## src/rtl/addr_map_pkg.sv

```systemverilog
package addr_map_pkg;

  typedef enum logic {
    MAP_NORMAL  = 1'b0,
    MAP_MONITOR = 1'b1
  } map_mode_e;

  typedef enum logic [1:0] {
    REG_DIRECT  = 2'd0,
    REG_BANK_LO = 2'd1,
    REG_BANK_HI = 2'd2,
    REG_PAGE    = 2'd3
  } map_region_e;

endpackage

```

## src/rtl/rst_release_sync.sv

```systemverilog
module rst_release_sync #(
  parameter int STAGES = 2
) (
  input  logic clk,
  input  logic rst_n,
  output logic rst_n_sync
);

  logic [STAGES-1:0] shift_q;
  logic [STAGES-1:0] shift_d;

  always_comb begin
    shift_d = {shift_q[STAGES-2:0], 1'b1};
  end

  always_ff @(posedge clk or negedge rst_n) begin
    if (!rst_n) shift_q <= '0;
    else        shift_q <= shift_d;
  end

  assign rst_n_sync = shift_q[STAGES-1];

endmodule

```

## src/rtl/bank_ext_regs.sv

```systemverilog
module bank_ext_regs #(
  parameter int BANK_W  = 3,
  parameter int DEF_LO  = 2,
  parameter int DEF_HI  = 3,
  localparam int DATA_W = 2 * BANK_W
) (
  input  logic              clk,
  input  logic              rst_n,
  input  logic              start_i,
  input  logic              set_i,
  input  logic [DATA_W-1:0] set_data_i,
  output logic [BANK_W-1:0] bank_lo_o,
  output logic [BANK_W-1:0] bank_hi_o
);

  localparam logic [BANK_W-1:0] RST_LO = BANK_W'(DEF_LO);
  localparam logic [BANK_W-1:0] RST_HI = BANK_W'(DEF_HI);

  logic [BANK_W-1:0] lo_q, lo_d;
  logic [BANK_W-1:0] hi_q, hi_d;
  logic              wr_en;

  assign wr_en = start_i | set_i;

  always_comb begin
    lo_d = lo_q;
    hi_d = hi_q;
    if (start_i) begin
      lo_d = RST_LO;
      hi_d = RST_HI;
    end else if (set_i) begin
      lo_d = set_data_i[DATA_W-1:BANK_W];
      hi_d = set_data_i[BANK_W-1:0];
    end
  end

  always_ff @(posedge clk or negedge rst_n) begin
    if (!rst_n) begin
      lo_q <= RST_LO;
      hi_q <= RST_HI;
    end else if (wr_en) begin
      lo_q <= lo_d;
      hi_q <= hi_d;
    end
  end

  assign bank_lo_o = lo_q;
  assign bank_hi_o = hi_q;

  AST_START_IDENTITY: assert property (@(posedge clk) disable iff (!rst_n)
    start_i |=> (bank_lo_o == RST_LO) && (bank_hi_o == RST_HI));

  AST_SET_BOTH: assert property (@(posedge clk) disable iff (!rst_n)
    (set_i && !start_i) |=> (bank_lo_o == $past(set_data_i[DATA_W-1:BANK_W])) &&
                            (bank_hi_o == $past(set_data_i[BANK_W-1:0])));

  AST_BANK_HOLD: assert property (@(posedge clk) disable iff (!rst_n)
    (!set_i && !start_i) |=> $stable(bank_lo_o) && $stable(bank_hi_o));

endmodule

```

## src/rtl/mon_page_regs.sv

```systemverilog
module mon_page_regs #(
  parameter int BLK_W   = 5,
  parameter int WORD_W  = 24,
  parameter int LO_LSB  = 6,
  parameter int HI_LSB  = 0
) (
  input  logic              clk,
  input  logic              rst_n,
  input  logic              clr_i,
  input  logic              load_i,
  input  logic [WORD_W-1:0] data_i,
  output logic [BLK_W-1:0]  page_lo_o,
  output logic [BLK_W-1:0]  page_hi_o
);

  logic [BLK_W-1:0] lo_q, lo_d;
  logic [BLK_W-1:0] hi_q, hi_d;
  logic             armed_q, armed_d;
  logic             take_load;
  logic             upd_en;

  assign take_load = load_i & armed_q & ~clr_i;
  assign upd_en    = clr_i | load_i;

  always_comb begin
    lo_d    = lo_q;
    hi_d    = hi_q;
    armed_d = armed_q;
    if (clr_i) begin
      lo_d    = '0;
      hi_d    = '0;
      armed_d = 1'b1;
    end else if (take_load) begin
      lo_d    = data_i[LO_LSB +: BLK_W];
      hi_d    = data_i[HI_LSB +: BLK_W];
      armed_d = 1'b0;
    end
  end

  always_ff @(posedge clk or negedge rst_n) begin
    if (!rst_n) begin
      lo_q    <= '0;
      hi_q    <= '0;
      armed_q <= 1'b0;
    end else if (upd_en) begin
      lo_q    <= lo_d;
      hi_q    <= hi_d;
      armed_q <= armed_d;
    end
  end

  assign page_lo_o = lo_q;
  assign page_hi_o = hi_q;

  AST_CLEAR_ZEROES: assert property (@(posedge clk) disable iff (!rst_n)
    clr_i |=> (page_lo_o == '0) && (page_hi_o == '0));

  AST_UNARMED_LOAD_IGNORED: assert property (@(posedge clk) disable iff (!rst_n)
    (load_i && !armed_q && !clr_i) |=> $stable(page_lo_o) && $stable(page_hi_o));

  AST_ARMED_LOAD_FIELDS: assert property (@(posedge clk) disable iff (!rst_n)
    (load_i && armed_q && !clr_i) |=> (page_lo_o == $past(data_i[LO_LSB +: BLK_W])) &&
                                      (page_hi_o == $past(data_i[HI_LSB +: BLK_W])));

endmodule

```

## src/rtl/addr_translate.sv

```systemverilog
module addr_translate
  import addr_map_pkg::*;
#(
  parameter int VA_W   = 14,
  parameter int PA_W   = 16,
  parameter int BANK_W = 3,
  parameter int BLK_W  = 5
) (
  input  logic              clk,
  input  logic              rst_n,
  input  logic              mode_i,
  input  logic [VA_W-1:0]   vaddr_i,
  input  logic [BANK_W-1:0] bank_lo_i,
  input  logic [BANK_W-1:0] bank_hi_i,
  input  logic [BLK_W-1:0]  page_lo_i,
  input  logic [BLK_W-1:0]  page_hi_i,
  output logic [PA_W-1:0]   paddr_o,
  output logic              trap_o
);

  localparam int BANK_OFF_W = VA_W - 2;
  localparam int PAGE_OFF_W = VA_W - 3;

  map_mode_e         mode;
  map_region_e       region;
  logic [1:0]        top_bits;
  logic [BLK_W-1:0]  page_sel;

  assign mode     = map_mode_e'(mode_i);
  assign top_bits = vaddr_i[VA_W-1:VA_W-2];
  assign page_sel = vaddr_i[PAGE_OFF_W] ? page_hi_i : page_lo_i;

  always_comb begin
    unique case (top_bits)
      2'b10:   region = REG_BANK_LO;
      2'b11:   region = (mode == MAP_MONITOR) ? REG_PAGE : REG_BANK_HI;
      default: region = REG_DIRECT;
    endcase
  end

  always_comb begin
    trap_o = 1'b0;
    unique case (region)
      REG_BANK_LO: paddr_o = PA_W'({bank_lo_i, vaddr_i[BANK_OFF_W-1:0]});
      REG_BANK_HI: paddr_o = PA_W'({bank_hi_i, vaddr_i[BANK_OFF_W-1:0]});
      REG_PAGE: begin
        paddr_o = PA_W'({page_sel, vaddr_i[PAGE_OFF_W-1:0]});
        trap_o  = (page_sel == '0);
      end
      default:     paddr_o = PA_W'(vaddr_i);
    endcase
  end

  AST_LOW_PASSTHRU: assert property (@(posedge clk) disable iff (!rst_n)
    !vaddr_i[VA_W-1] |-> (paddr_o == PA_W'(vaddr_i)));

  AST_TRAP_ONLY_PAGE: assert property (@(posedge clk) disable iff (!rst_n)
    trap_o |-> (mode_i && (vaddr_i[VA_W-1:VA_W-2] == 2'b11)));

  AST_BANK_ZERO_EXT: assert property (@(posedge clk) disable iff (!rst_n)
    (vaddr_i[VA_W-1] && !(mode_i && vaddr_i[VA_W-2])) |-> !paddr_o[PA_W-1]);

  AST_PAGE_OFFSET: assert property (@(posedge clk) disable iff (!rst_n)
    (mode_i && vaddr_i[VA_W-1] && vaddr_i[VA_W-2]) |->
      (paddr_o[PAGE_OFF_W-1:0] == vaddr_i[PAGE_OFF_W-1:0]));

endmodule

```

## src/rtl/bank_monitor_mapper.sv

```systemverilog
module bank_monitor_mapper #(
  parameter int VA_W    = 14,
  parameter int PA_W    = 16,
  parameter int BANK_W  = 3,
  parameter int BLK_W   = 5,
  parameter int WORD_W  = 24,
  parameter int DEF_LO  = 2,
  parameter int DEF_HI  = 3,
  localparam int EXT_W  = 2 * BANK_W
) (
  input  logic              clk,
  input  logic              rst_n,
  input  logic              mode_i,
  input  logic [VA_W-1:0]   vaddr_i,
  input  logic              start_i,
  input  logic              ext_set_i,
  input  logic [EXT_W-1:0]  ext_data_i,
  input  logic              mon_clr_i,
  input  logic              mon_load_i,
  input  logic [WORD_W-1:0] mon_data_i,
  output logic [PA_W-1:0]   paddr_o,
  output logic              trap_o,
  output logic              bank_lo_alt_o,
  output logic              bank_hi_alt_o
);

  logic              rst_n_s;
  logic [BANK_W-1:0] bank_lo, bank_hi;
  logic [BLK_W-1:0]  page_lo, page_hi;

  rst_release_sync #(.STAGES(2)) u_rst (
    .clk        (clk),
    .rst_n      (rst_n),
    .rst_n_sync (rst_n_s)
  );

  bank_ext_regs #(
    .BANK_W (BANK_W),
    .DEF_LO (DEF_LO),
    .DEF_HI (DEF_HI)
  ) u_banks (
    .clk        (clk),
    .rst_n      (rst_n_s),
    .start_i    (start_i),
    .set_i      (ext_set_i),
    .set_data_i (ext_data_i),
    .bank_lo_o  (bank_lo),
    .bank_hi_o  (bank_hi)
  );

  mon_page_regs #(
    .BLK_W  (BLK_W),
    .WORD_W (WORD_W),
    .LO_LSB (6),
    .HI_LSB (0)
  ) u_pages (
    .clk       (clk),
    .rst_n     (rst_n_s),
    .clr_i     (mon_clr_i),
    .load_i    (mon_load_i),
    .data_i    (mon_data_i),
    .page_lo_o (page_lo),
    .page_hi_o (page_hi)
  );

  addr_translate #(
    .VA_W   (VA_W),
    .PA_W   (PA_W),
    .BANK_W (BANK_W),
    .BLK_W  (BLK_W)
  ) u_xlate (
    .clk       (clk),
    .rst_n     (rst_n_s),
    .mode_i    (mode_i),
    .vaddr_i   (vaddr_i),
    .bank_lo_i (bank_lo),
    .bank_hi_i (bank_hi),
    .page_lo_i (page_lo),
    .page_hi_i (page_hi),
    .paddr_o   (paddr_o),
    .trap_o    (trap_o)
  );

  assign bank_lo_alt_o = (bank_lo != BANK_W'(DEF_LO));
  assign bank_hi_alt_o = (bank_hi != BANK_W'(DEF_HI));

  AST_START_CLEARS_ALT: assert property (@(posedge clk) disable iff (!rst_n_s)
    start_i |=> !bank_lo_alt_o && !bank_hi_alt_o);

  AST_SET_ALT_LO: assert property (@(posedge clk) disable iff (!rst_n_s)
    (ext_set_i && !start_i) |=>
      (bank_lo_alt_o == ($past(ext_data_i[EXT_W-1:BANK_W]) != BANK_W'(DEF_LO))));

endmodule

```

## config.mk

```make
export PLATFORM = sky130hd
export DESIGN_NAME = bank_monitor_mapper
export DESIGN_NICKNAME = d
export VERILOG_FILES = /design/src/rtl/addr_map_pkg.sv /design/src/rtl/rst_release_sync.sv /design/src/rtl/bank_ext_regs.sv /design/src/rtl/mon_page_regs.sv /design/src/rtl/addr_translate.sv /design/src/rtl/bank_monitor_mapper.sv
export SDC_FILE = /design/constraint.sdc
export NUM_CORES = 1
export LEC_CHECK = 0
export BUFFER_PORTS_ARGS = -buffer_cell sky130_fd_sc_hd__buf_2
export CORE_MARGIN = 8
export CORE_UTILIZATION = 40
export CTS_CLUSTER_SIZE = 16
export DETAILED_ROUTE_END_ITERATION = 16
export PLACE_DENSITY = 0.78
export SLEW_MARGIN = 0
export SYNTH_ARGS = -nofsm -noshare
export SYNTH_HDL_FRONTEND = slang
export SYNTH_SLANG_ARGS = --single-unit
```

## constraint.sdc

```tcl
create_clock -name clk -period 1.1 [get_ports clk]
set_clock_uncertainty 0.05 [all_clocks]
set_input_delay 0 -clock clk [delete_from_list [all_inputs] [get_ports clk]]
set_output_delay 0 -clock clk [all_outputs]
set_load 0.05 [all_outputs]
```

==> results of run 1 <==
## worst reg2reg max path, cell delays in order, from the launching register on
cell     delay [ns]
dfstp_2        0.39
buf_6          0.11
nor2b_1        0.12
a211o_1        0.27
## path summary, 6_finish.rpt
| check | end | cells past startpoint |
|---|---|---|
| worst min-delay path | u_banks.bank_lo_o[1] | 2 |
| worst max-delay path | paddr_o[12] | 4 |
| worst min register to register | u_banks.bank_hi_o[2] | 0 |
| worst max register to register | u_banks.bank_hi_o[1] | 3 |
| max in group asynchronous | u_rst.shift_q[1] | 3 |
| min in group asynchronous | u_banks.bank_hi_o[2] | 0 |
## sequential cells by signal, summed over array words and instances (netlist names)
| signal | cells |
|---|---|
| u_banks.bank_lo_o | 3 |
| u_pages.page_lo_o | 5 |
| u_pages.armed_q | 1 |
| u_rst.shift_q | 2 |
| u_banks.bank_hi_o | 3 |
| u_pages.page_hi_o | 5 |
## final cells by class
class                      count  area (sq um)
clock buffer                   4          26.3
fill                         179           793
inverter                       1          3.75
multi-input combinational     75           497
sequential                    19           479
tap                           30          37.5
timing repair buffer          74           618
## per-layer routing
metal / track usage (%) / vias to the layer above / part of all wire, %
li1: - / 488 / -
met1: 16.6 / 485 / 39
met4: 6.40 / 0 / 1.7
met5: 0 / - / 0
met3: 2.35 / 8 / 8.8
met2: 23.5 / 57 / 50
## power by group
group | switching, mW | leakage [nW] | internal [mW]
combinational | 0.322 | 0.521 | 0.261
sequential | 0.0367 | 0.240 | 0.743
clock | 0.190 | 0.0150 | 0.141
## layout by cell type, fill, tap and decap left out, types with 2 or more instances in the layout
master | synthesis | layout
dfrtp_1 | 16 | 16
nor2b_1 | 5 | 4
a21o_1 | 3 | 2
nor2_1 | 6 | 5
nand2_1 | 21 | 20
a211o_1 | 3 | 3
buf_6 | 1 | 10
mux2i_1 | 7 | 5
o211ai_1 | 2 | 2
buf_2 | 3 | 25
buf_4 | 11 | 6
a21oi_1 | 17 | 15
a21oi_2 | 0 | 2
dfstp_2 | 3 | 3
clkbuf_4 | 0 | 3
dlygate4sd3_1 | 0 | 32
## cell families (layout without fill, tap and decap cells)
logic type             count (synthesis)  in the layout  synth area share (%)
multiplexers                           8              8                  8.32
other                                  1              1                 0.367
flip-flops                            19             19                  46.9
AND/OR/NAND/NOR                       40             40                  17.9
buffers and inverters                 17             79                  11.4
AO/OA/AOI/OAI                         26             26                  15.2
## what timing repair did
action	in CTS	in global routing
hold endpoints to repair	30	0
buffers inserted	0	1
gates resized for setup	23	6
hold buffers	32	0
setup endpoints to repair	8	18
pin swaps	5	2
==> flow_metrics.tcl, run 1 <==
set metrics [dict create \
    cpLargestDelayFamily "multiplexers" \
    area_growth_syn_to_layout_pct 62.5 \
    clk_pin_slew_ns 0.09 \
    wirelength_um 2950 \
    async_flop_share_pct 100 \
    hpwl_um 1860 \
    status "finished with violations" \
    clock-sinks 19 \
    ys_seq_area_share_pct 46.9 \
    fin_tns_setup_ns -1.81 \
    pre_cts_ws_ns -0.128 \
    end_kind "primary output" \
    wl_per_cell_um 14.5 \
    cts_tree "built" \
    syn_nets 162 \
    dp_cells 167 \
    synth_common_cells "nand2_1 (21), a21oi_1 (17), dfrtp_1 (16), buf_4 (11), mux2i_1 (7)" \
    avgSynthCellArea_sq_um 9.21 \
    synth_area_sq_um 1020 \
    grt_pass1_wl_um 4910 \
    rsz0062_at_grt "true" \
    drc 0 \
    postLayoutSetupSlackWorst_ns -0.360 \
    cp.required_ns 1.05 \
    min_period_ns 1.46 \
    p_total_mw 1.69 \
    initial_core_util_pct 41.6 \
    crit_type "flip-flop to primary output" \
    min-delay-start "ext_set_i" \
    cellLeakagePower_nw 0.776 \
    startpoint_type "flip-flop" \
    cts_buffers 3 \
    hold_violations 0 \
    gr-total-overflow 0 \
    worst-path-max-fanout 3 \
    vias 1038 \
    critPathBufInv 1 \
    synth-edff-count 0 \
    drv_slew 0 \
    holdWs_ns 0.0508 \
    final_cells 203 \
    fin_crit_sh_pct 133 \
    viasPerCell 5.11 \
    die_area_sq_um 4430 \
    fmax_mhz 685 \
    worstSkewPairLatency_ns 0.28 \
    diodes 0 \
    ios 70 \
    crit_start "u_pages.page_lo_o[1]" \
    synth_seq_cells 19 \
    cpPeakStageDelay_ns 0.42 \
    setup_violations 8 \
    synth.distinct_cells 25 \
    ys_top_cells_by_area "dfrtp_1 (39%), a21oi_1 (8.3%), buf_4 (8.1%), dfstp_2 (7.7%), nand2_1 (7.7%)" \
    synth_ff_type "dfrtp_1" \
    rr_startpoint "u_banks.bank_hi_o[1]" \
    h-tree-depth 1 \
    drive_above_1_share_pct 35.8 \
    finalInstanceArea_sq_um 1660 \
    critPathArrivalTime_ns 1.41 \
    grt_max_degree 12 \
    route.antenna.remaining_nets 0 \
    hp-class "input pin to flip-flop" \
    synthCells 111 \
    first_pass_iters 6 \
    synth_top_area_cell "dfrtp_1" \
    antenna_found_initial 0 \
    synth_top_cell_area_share_pct 39.2 \
    tightest_slew_ns 0.505 \
    drtIter0Drc 67 \
    worstPathCellList "mux2_4 > mux2i_4 > a31oi_4 > buf_6" \
    yosys_warnings 0 \
    ir_drop_v 0.000922 \
    cpMaxStageDelayCell "dfrtp_1" \
    die_w_um 66.6 \
    r2r_slack_ns 0.10 \
    cts_max_path_buffers 2 \
    power_density_nw_per_um2 1020 \
    cts-root-buf "clkbuf_4" \
    dpl-instance-area_sq_um 1220 \
    violations "setup timing" \
    gp_congestion 0.822 \
    core_area_sq_um 2450 \
    nNetsFinal 225 \
    drv_cap 0 \
    slew_headroom_pct 66.2 \
    final_util_pct 67.7 \
    synth.most_common_cell "nand2_1" \
    portBuffers 33 \
    die_h_um 66.6 \
    num_rows 18 \
    grt_pass1_vias 1077 \
    grt_use_total_pct 13.9 \
]
No activity file was read; power rests on OpenSTA's default activity.
==> run 2: changes to the inputs <==
- CORE_MARGIN: 8 -> 5
==> run 2 against run 1 <==
Net effect: the run still ends with setup timing left; wire length shrank 10%; total power grew 0.38%; register-to-register slack is essentially flat; largest cell class unchanged; highest routed layer unchanged.
==> flow_metrics.tcl, run 2 (same netlist as run 1, synthesis figures left out) <==
set metrics [dict create \
    drv_slew 0 \
    fin_crit_sh_pct 133 \
    fillers 170 \
    power_density_nw_per_um2 1010 \
    drive_above_1_share_pct 36.2 \
    met1_length_um 1130 \
    grt_pass1_wl_um 4390 \
    cts_max_path_buffers 2 \
    core_area_sq_um 2450 \
    drtIter0Drc 34 \
    cts_tree "built" \
    die_h_um 60.6 \
    hp-class "input pin to flip-flop" \
    gr-total-overflow 0 \
    crit_start "u_pages.page_lo_o[1]" \
    worstSkewPairLatency_ns 0.29 \
    rsz0062_at_grt "true" \
    drv_cap 0 \
    clock-sinks 19 \
    nNetsFinal 226 \
    min-delay-start "ext_set_i" \
    wirelength_um 2650 \
    hpwl_um 1750 \
    drc 0 \
    ios 70 \
    startpoint_type "flip-flop" \
    hold_violations 0 \
    tightest_slew_ns 0.501 \
    setup_violations 8 \
    met3_length_um 201 \
    crit_type "flip-flop to primary output" \
    wl_met2_um 1270 \
    worst-path-max-fanout 3 \
    die_w_um 60.6 \
    status "finished with violations" \
    grt_use_total_pct 16.1 \
    postLayoutSetupSlackWorst_ns -0.363 \
    diodes 0 \
    grt_pass1_vias 999 \
    vias 1017 \
    initial_core_util_pct 41.6 \
    min_period_ns 1.46 \
    ir_drop_v 0.000773 \
    clk_pin_slew_ns 0.09 \
    worstPathCellList "mux2_4 > mux2i_4 > a31oi_4 > buf_6" \
    holdWs_ns 0.0409 \
    antenna_found_initial 0 \
    cp.required_ns 1.05 \
    portBuffers 33 \
    cpMaxStageDelayCell "dfrtp_1" \
    pre_cts_ws_ns -0.123 \
    rr_startpoint "u_banks.bank_lo_o[1]" \
    cts_buffers 3 \
    critPathArrivalTime_ns 1.41 \
    gp_congestion 0.757 \
    h-tree-depth 1 \
    cts-root-buf "clkbuf_4" \
    p_total_mw 1.70 \
    slew_headroom_pct 66.5 \
    die_area_sq_um 3670 \
    final_common_cell "dlygate4sd3_1" \
    cpPeakStageDelay_ns 0.41 \
    multi_input_area_sq_um 504 \
    viasPerCell 4.99 \
    first_pass_iters 4 \
    fmax_mhz 684 \
    wl_per_cell_um 13.0 \
    ff_latch_area_sq_um 479 \
    route.antenna.remaining_nets 0 \
    violations "setup timing" \
    highest-signal-layer "met4" \
    layout_common_cells "dlygate4sd3_1 (32), buf_2 (25), nand2_1 (20)" \
    area_growth_syn_to_layout_pct 64.0 \
    grt_max_degree 12 \
    end_kind "primary output" \
    num_rows 18 \
    cellLeakagePower_nw 0.783 \
]
[run 2: cell count changes in the layout (fill, tap and decap cells not counted), sizes merged]
| cell | before | now |
|---|---|---|
| buf | 42 | 43 |
[run 2: worst paths after layout]
kind | to | slack (ns) | cells after the start
worst max-delay path | paddr_o[12] | -0.36 | 4
worst min-delay path | u_banks.bank_hi_o[1] | 0.04 | 2
worst max register to register | u_banks.bank_lo_o[1] | 0.10 | 3
worst min register to register | u_banks.bank_lo_o[2] | 0.06 | 0
max in group asynchronous | u_rst.shift_q[1] | 0.39 | 3
min in group asynchronous | u_banks.bank_lo_o[2] | 0.06 | 0
[run 2: layer usage]
metal	up-vias	global-route usage, %
met3	5	2.98
met2	43	25.8
met5	-	0
met4	0	7.74
li1	494	-
met1	475	21.1
[run 2: cell type report]
type,instances,area share [%]
Inverter,1,0.224
Multi-Input combinational cell,75,30.1
Timing Repair Buffer,75,37.3
Sequential cell,19,28.6
Clock buffer,4,1.57
Tap cell,30,2.24
[run 2: worst max-delay path, delay by kind of cell (launching register included)]
| family | cells | cell delay, ns |
|---|---|---|
| flip-flops | 1 | 0.41 |
| buffers and inverters | 1 | 0.16 |
| AO/OA/AOI/OAI | 1 | 0.10 |
| multiplexers | 2 | 0.45 |
[run 2: repair_timing]
item                                    4_1_cts  5_1_grt
hold buffers                                 32        0
gates resized for setup                      21        8
endpoints found under the setup margin        9       11
endpoints found under the hold margin        30        0
gates cloned                                  0        0
pin swaps                                     5        1
buffers inserted                              1        1
[run 2: power by group]
group | switching (mW) | internal (mW) | leakage [nW]
combinational | 0.318 | 0.264 | 0.528
sequential | 0.0358 | 0.743 | 0.240
clock | 0.197 | 0.141 | 0.0150
[run 2: through the flow]
step	util (%)	setup TNS [ns]	instance area, sq um	std cells
after floorplan	-	-0.0893	1060	111
after global placement	49.7	-0.218	1220	167
after detailed placement	49.7	-0.286	1220	167
after CTS	67.0	-2.02	1650	204
after global routing	68.3	-2.44	1680	204
final	68.3	-1.91	1680	204
